## config.mk

```make
export PLATFORM = sky130hd
export DESIGN_NAME = gpio_deglitch
export DESIGN_NICKNAME = d
export VERILOG_FILES = /design/src/rtl/gpio_deglitch.sv
export SDC_FILE = /design/constraint.sdc
export NUM_CORES = 1
export LEC_CHECK = 0
export BUFFER_PORTS_ARGS = -buffer_cell sky130_fd_sc_hd__buf_2
export CAP_MARGIN = 20
export CORE_UTILIZATION = 39
export DETAILED_ROUTE_END_ITERATION = 10
export HOLD_SLACK_MARGIN = 0.06
export PLACE_DENSITY = 0.65
export SYNTH_ARGS = -nofsm -noshare
export SYNTH_HDL_FRONTEND = slang
export SYNTH_SLANG_ARGS = --single-unit
```

## constraint.sdc

```tcl
create_clock -name clk -period 3.3 [get_ports clk]
set_input_delay 0.66 -clock clk [delete_from_list [all_inputs] [get_ports clk]]
set_output_delay 0.66 -clock clk [all_outputs]
set_load 0.01 [all_outputs]
```

## src/rtl/gpio_deglitch.sv

```systemverilog
module gpio_deglitch #(
  parameter int PINS      = 32,
  parameter int DIVW      = 24,
  parameter int AW        = 8,
  parameter logic [AW-1:0] A_EN_LO  = 8'h38,
  parameter logic [AW-1:0] A_EN_HI  = 8'h3C,
  parameter logic [AW-1:0] A_SEL_LO = 8'h40,
  parameter logic [AW-1:0] A_SEL_HI = 8'h44,
  parameter logic [AW-1:0] A_DIV    = 8'h48
) (
  input  logic            clk,
  input  logic            rst_n,
  input  logic [PINS-1:0] pin_sync,
  input  logic            wr_en,
  input  logic [AW-1:0]   wr_addr,
  input  logic [PINS-1:0] wr_data,
  input  logic [AW-1:0]   rd_addr,
  output logic [PINS-1:0] rd_data,
  output logic [PINS-1:0] pin_filt
);
  localparam int HALF = PINS / 2;

  logic [PINS-1:0] flt_en, tick_sel, smp_q, filt_q, stb, take;
  logic [DIVW-1:0] div_n, cnt;
  logic            phase, tick, div_wr;

  wire [HALF-1:0] strb = wr_data[PINS-1:HALF];
  wire [HALF-1:0] wval = wr_data[HALF-1:0];

  assign div_wr = wr_en && (wr_addr == A_DIV);

  always_ff @(posedge clk) begin
    if (!rst_n) begin
      flt_en   <= '0;
      tick_sel <= '0;
      div_n    <= '0;
    end else if (wr_en) begin
      case (wr_addr)
        A_EN_LO:  flt_en[HALF-1:0]      <= (flt_en[HALF-1:0] & ~strb) | (wval & strb);
        A_EN_HI:  flt_en[PINS-1:HALF]   <= (flt_en[PINS-1:HALF] & ~strb) | (wval & strb);
        A_SEL_LO: tick_sel[HALF-1:0]    <= (tick_sel[HALF-1:0] & ~strb) | (wval & strb);
        A_SEL_HI: tick_sel[PINS-1:HALF] <= (tick_sel[PINS-1:HALF] & ~strb) | (wval & strb);
        A_DIV:    div_n                 <= wr_data[DIVW-1:0];
        default: ;
      endcase
    end
  end

  always_comb begin
    case (rd_addr)
      A_EN_LO:  rd_data = PINS'(flt_en[HALF-1:0]);
      A_EN_HI:  rd_data = PINS'(flt_en[PINS-1:HALF]);
      A_SEL_LO: rd_data = PINS'(tick_sel[HALF-1:0]);
      A_SEL_HI: rd_data = PINS'(tick_sel[PINS-1:HALF]);
      A_DIV:    rd_data = PINS'(div_n);
      default:  rd_data = '0;
    endcase
  end

  assign tick = phase && (cnt == div_n);

  always_ff @(posedge clk) begin
    if (!rst_n || div_wr) begin
      cnt   <= '0;
      phase <= 1'b0;
    end else if (cnt == div_n) begin
      cnt   <= '0;
      phase <= ~phase;
    end else begin
      cnt <= cnt + 1'b1;
    end
  end

  assign stb  = ~tick_sel | {PINS{tick}};
  assign take = ~flt_en | (stb & ~(pin_sync ^ smp_q));

  always_ff @(posedge clk) begin
    if (!rst_n) begin
      smp_q  <= pin_sync;
      filt_q <= pin_sync;
    end else begin
      smp_q  <= (pin_sync & (~flt_en | stb)) | (smp_q & flt_en & ~stb);
      filt_q <= (pin_sync & take) | (filt_q & ~take);
    end
  end

  assign pin_filt = (flt_en & filt_q) | (~flt_en & pin_sync);

  assert_sample_only_R3: assert property (@(posedge clk) disable iff (!rst_n)
    $past(rst_n) |-> ((filt_q ^ $past(filt_q)) & ~$past(~flt_en | stb)) == '0);

  assert_new_level_from_input_R2: assert property (@(posedge clk) disable iff (!rst_n)
    $past(rst_n) |-> ((filt_q ^ $past(filt_q)) & (filt_q ^ $past(pin_sync))) == '0);

  assert_tick_spacing_R3: assert property (@(posedge clk) disable iff (!rst_n)
    tick |=> !tick);

  assert_restart_R4: assert property (@(posedge clk) disable iff (!rst_n)
    div_wr |=> (cnt == '0) && !phase);

  assert_cnt_bound_R5: assert property (@(posedge clk) disable iff (!rst_n)
    $past(rst_n) |-> cnt <= div_n);
endmodule

```

==> flow_summary.json, run 1 <==
{
  "endpoint": "rd_data[8]",
  "p_per_area_mw_per_mm2": 424,
  "regToRegStartpoint": "div_n[9]",
  "fin_tns_setup_ns": 0,
  "grt_max_degree": 56,
  "min_period_over_period": 0.843,
  "synth-edff-count": 32,
  "hold_viol_final": 0,
  "core.rowCount": 56,
  "run_status": "complete, no violations",
  "multi_input_area_mm2": 0.00517,
  "dieArea_mm2": 0.0244,
  "r2r_cells": 6,
  "vdd_ir_drop_max_v": 0.000381,
  "critPathRequiredTime_ns": 2.64,
  "dp_hpwl_um": 16500,
  "worst_slew_pin_slew_ns": 0.567,
  "layout_setup_ws_ns": 0.519,
  "slew_headroom": 0.621,
  "syn_area_mm2": 0.00927,
  "grt_usage": 0.195,
  "n_antenna_cell": 0,
  "cts_inserted_buffers": 17,
  "ys_ff_latch": 177,
  "r2r_slack_ns": 1.03,
  "slew_viol_final": 0,
  "gp_congestion": 0.825,
  "drive_above_1_share": 0.247,
  "wl_per_cell_um": 16.4,
  "vias": 7434,
  "hold_buffers": 0,
  "clock_latency_ns": 0.43,
  "timing.rr.end": "smp_q[13]",
  "min_period_ns": 2.78,
  "synth_seq_area_share": 0.417,
  "fillers": 2287,
  "crit_arrival_ns": 2.12,
  "wirelength_um": 23300,
  "coreArea_mm2": 0.0234,
  "grt_pass1_vias": 7051,
  "cts_resized": 0,
  "setup_violations": 0,
  "startpoint_type": "primary input",
  "cts_max_level": 4,
  "layout.nets": 1176,
  "dpl_cell_area_mm2": 0.0103,
  "worstPathMaxFanout": 24,
  "drc": 0,
  "syn_avg_cell_area_um2": 9.62,
  "postRouteAntennaNets": 0,
  "drt-vias-per-instance": 5.22,
  "design_area_mm2": 0.0109,
  "max_freq_ghz": 0.360,
  "grt_overflow_total": 0,
  "die_x_um": 156,
  "grt_pass1_wl_um": 37200,
  "seq_area_mm2": 0.00386,
  "yosysUniqueCellTypes": 47,
  "firstDrtPassIters": 5,
  "numPortBuffers": 138,
  "cts_setup_buffers": 0,
  "end_kind": "primary output",
  "syn_inst": 963,
  "drv_cap": 0,
  "async_reset_ff_frac": 0,
  "startpoint": "rd_addr[1]",
  "ios": 147,
  "cts_tree": "built",
  "start_util": 0.396,
  "drtIter0Drc": 473,
  "ys_warn_count": 0,
  "cts_max_path_buffers": 2,
  "die_y_um": 156,
  "area_delta_synth_final_pct": 17.6,
  "worstSetupPathType": "in -> out",
  "root_buffer": "clkbuf_16",
  "clkTransAtPathRegs_ns": 0.06,
  "final.setup_skew_ns": 0.00963,
  "cts_num_sinks": 177,
  "dp_slack_ns": 0.437,
  "synth_ff_type": "dfxtp_1",
  "antenna_found_initial": 0,
  "p_leak_nw": 4.59,
  "hp-class": "reg -> reg",
  "rsz0062_at_grt": "no"
}
-- cell usage after synthesis (3+ instances only) --
library cell | instances | area [um^2]
nor2b_1 | 56 | 350
mux2i_1 | 56 | 561
nand2_1 | 153 | 574
dfxtp_1 | 145 | 2900
buf_2 | 5 | 25.0
a22oi_1 | 16 | 120
o21ai_1 | 14 | 70.1
buf_6 | 4 | 45.0
and3_1 | 34 | 213
buf_4 | 9 | 67.6
mux2_2 | 57 | 642
inv_1 | 7 | 26.3
o21a_1 | 32 | 240
xor2_1 | 29 | 254
nor3_1 | 7 | 35.0
xnor2_1 | 49 | 429
mux2_1 | 7 | 78.8
and2_1 | 8 | 50.1
a21boi_0 | 32 | 240
o211a_1 | 32 | 320
nor4_1 | 8 | 50.1
nor2_1 | 33 | 124
o21ai_2 | 16 | 140
a222oi_1 | 16 | 160
o21ai_0 | 3 | 15.0
nand3_1 | 41 | 205
nand4_1 | 3 | 18.8
edfxtp_1 | 32 | 961
and4_1 | 4 | 35.0
clkbuf_1 | 33 | 124
-- cells in the final DEF (no fill, tap or decap), types with 14 or more instances in the layout --
cell type,count
nand2_1,153
dfxtp_1,145
buf_2,137
mux2_2,57
mux2i_1,56
nor2b_1,56
xnor2_1,49
nand3_1,40
and3_1,34
nor2_1,33
o21a_1,32
o211a_1,32
a21boi_0,32
edfxtp_1,32
xor2_1,29
clkbuf_16,19
buf_4,18
o21ai_2,16
a222oi_1,16
a22oi_1,16
o21ai_1,14
-- final cells by class --
class	instances	share of cell area
flip-flops and latches	177	0.355
well taps	319	0.0366
clock inverters	11	0.00942
multi-input cells	733	0.475
inverters	7	0.00241
repair buffers	156	0.0772
clock buffers	21	0.0452
-- critical path, cell delays in order --
cell	delay [ns]
buf_2	0.10
nor3_1	0.22
nand3_1	0.21
nor3b_2	0.19
buf_4	0.33
a222oi_1	0.11
nand2_1	0.14
buf_2	0.15
-- metrics by stage --
step | utilization | instances | hold WS (ns) | power (mW)
detailed placement | 0.440 | 1392 | 0.472 | 2.65
global placement | 0.440 | 1392 | 0.464 | 2.64
global route | 0.466 | 1424 | 0.478 | 4.78
floorplan | - | 970 | 0.447 | 2.49
finish | 0.466 | 1424 | 0.478 | 4.62
CTS | 0.466 | 1424 | 0.482 | 4.66
-- power breakdown --
| part | total (mW) | leakage [nW] | switching, mW | internal [mW] |
|---|---|---|---|---|
| registers | 2.27 | 1.52 | 0.0245 | 2.24 |
| logic | 0.335 | 2.79 | 0.185 | 0.150 |
| clock network | 2.02 | 0.274 | 0.874 | 1.15 |
-- per-layer routing --
| metal | vias up | part of all wire | GRT usage |
|---|---|---|---|
| met5 | - | 0 | 0 |
| met1 | 3558 | 0.46 | 0.256 |
| li1 | 3673 | - | - |
| met2 | 181 | 0.48 | 0.323 |
| met4 | 0 | 0.012 | 0.0514 |
| met3 | 22 | 0.053 | 0.0425 |
-- worst min-delay path by stage --
| stage | start | end | slack, ns | cells past startpoint |
|---|---|---|---|---|
| after floorplan | cnt[0] | cnt[0] | 0.45 | 1 |
| after global placement | cnt[0] | cnt[0] | 0.46 | 1 |
| after detailed placement | flip-flop | flip-flop | 0.47 | 2 |
| after CTS | flip-flop | flip-flop | 0.48 | 2 |
| after global routing | pin_sync[15] | smp_q[15] | 0.48 | 2 |
| final | flip-flop | flip-flop | 0.48 | 2 |
-- kinds of logic after synthesis --
kind of cell / synth area share
and+or+nand+nor: 0.194
DFF: 0.417
AOI/OAI and AO/OA: 0.144
muxes: 0.138
xor gates and xnor gates: 0.0737
buffers and inverters: 0.0319
adders and majority gates: 0.00135
other: 0.000405
No activity file was read; power rests on OpenSTA's default activity.
==> inputs of run 2 (changes only) <==
- clock period: 3.3 -> 2.7 ns (I/O delays scaled with it)
==> flow_summary.json, run 2 (synthesis gave the netlist of run 1 again) <==
{
  "min_period_ns": 2.49,
  "numPortBuffers": 138,
  "grt_pass1_vias": 7165,
  "setup_violations": 0,
  "path_delay_family": "simple AND/OR/NAND/NOR gates",
  "coreArea_mm2": 0.0234,
  "cts_inserted_buffers": 17,
  "grt_overflow_total": 0,
  "fin_tns_setup_ns": 0,
  "antenna_found_initial": 1,
  "startpoint_type": "primary input",
  "postRouteAntennaNets": 0,
  "grt_max_degree": 48,
  "layout.nets": 1179,
  "die_y_um": 156,
  "drv_cap": 0,
  "cts_setup_buffers": 0,
  "critical-path-max-stage-delay_ns": 0.28,
  "grt_usage": 0.196,
  "max_freq_ghz": 0.402,
  "highest_layer": "met5",
  "holdWs_ns": 0.369,
  "cpMostUsedCell": "buf_2",
  "met1_length_um": 10800,
  "hp-class": "in -> reg",
  "cts_max_path_buffers": 2,
  "grt_pass1_wl_um": 37500,
  "worstHoldStart": "pin_sync[15]",
  "wirelength_um": 23300,
  "die_x_um": 156,
  "root_buffer": "clkbuf_16",
  "wl_per_cell_um": 16.3,
  "r2r_slack_ns": 0.43,
  "vdd_ir_drop_max_v": 0.000446,
  "hold_buffers": 0,
  "worstPathMaxFanout": 24,
  "final_util": 0.472,
  "run_status": "complete, no violations",
  "cts_num_sinks": 177,
  "timing.rr.end": "smp_q[31]",
  "ios": 147,
  "final.setup_skew_ns": 0.0110,
  "min_period_over_period": 0.921,
  "clkTransAtPathRegs_ns": 0.07,
  "crit_arrival_ns": 1.95,
  "cts_max_level": 4,
  "drive_above_1_share": 0.249,
  "worst_slew_pin_slew_ns": 0.571,
  "drc": 0,
  "slew_viol_final": 0,
  "worstSetupPathType": "in -> out",
  "gp_congestion": 0.817,
  "layout_commonest_cell": "nand2_1",
  "p_per_area_mw_per_mm2": 522,
  "drtIter0Drc": 482,
  "hold_depth": 2,
  "area_delta_synth_final_pct": 19.2,
  "clock_latency_ns": 0.43,
  "crit_slowest_cell": "nor3b_2",
  "crit_chain": "buf_2 > nor3_1 > nand3_1 > nor3b_2 > buf_12 > a222oi_1 > nand2_1 > buf_2",
  "regToRegStartpoint": "div_n[23]",
  "start_util": 0.396,
  "firstDrtPassIters": 7,
  "p_leak_nw": 4.67,
  "slew_headroom": 0.619,
  "crit_buf_inv": 3,
  "min_to": "smp_q[15]",
  "core.rowCount": 56,
  "cts_tree": "built",
  "r2r_cells": 6,
  "dieArea_mm2": 0.0244,
  "drt-vias-per-instance": 5.25,
  "vias": 7494,
  "rsz0062_at_grt": "no",
  "met2WireLength_um": 11100,
  "layout_common_cells": "nand2_1 (153), dfxtp_1 (145), buf_2 (137)",
  "critPathRequiredTime_ns": 2.16,
  "dp_hpwl_um": 16600,
  "cts_resized": 0,
  "wl_met3_um": 1110,
  "n_antenna_cell": 0,
  "end_kind": "primary output",
  "hold_viol_final": 0
}
[run 2: cell types whose count changed in the layout (fill, tap and decap cells not counted), sizes merged]
cell and change:
clkbuf +5, clkinvlp -6, inv +1, buf +3
[run 2: report_power, final]
part	internal (mW)	total [mW]	switching [mW]	leakage (nW)
registers	2.74	2.77	0.0301	1.52
logic	0.192	0.422	0.230	2.84
clock network	1.53	2.58	1.05	0.313
[run 2: worst register-to-register path, stage by stage (launching register included)]
cell and delay [ns]:
dfxtp_1 0.34, xor2_1 0.18, nor4_1 0.36, nand4_1 0.26, buf_4 0.28, o21ai_0 0.37, mux2_2 0.38
[run 2: worst max path at each step]
stage,cells past startpoint,to,slack (ns),startpoint
after floorplan,6,rd_data[6],0.25,rd_addr[1]
after global placement,6,div_n[6],0.23,wr_addr[5]
after detailed placement,6,div_n[21],0.19,wr_addr[5]
after CTS,8,rd_data[8],0.21,rd_addr[1]
after global routing,8,rd_data[8],0.01,rd_addr[1]
final,8,rd_data[8],0.21,rd_addr[1]
[run 2: cell type report]
cell class,count,area (um^2)
Clock inverter,6,62.6
Multi-Input combinational cell,733,5170
Fill cell,2294,12400
Timing Repair Buffer,159,963
Inverter,7,26.3
Clock buffer,26,562
Sequential cell,177,3860
Tap cell,319,399
[run 2: routing by layer]
layer / global-route usage / vias up
met5: 0 / -
met4: 0.0504 / 2
met3: 0.0428 / 23
met2: 0.328 / 165
met1: 0.256 / 3610
li1: - / 3694
[run 2: metrics by stage]
step / std cells / worst slack [ns] / instance area, um^2 / power [mW]
after global placement: 1395 / 0.228 / 10400 / 3.24
after detailed placement: 1395 / 0.189 / 10400 / 3.25
after floorplan: 970 / 0.248 / 9290 / 3.05
final: 1427 / 0.214 / 11000 / 5.77
after global routing: 1427 / 0.0123 / 11000 / 5.96
after CTS: 1427 / 0.214 / 11000 / 5.81
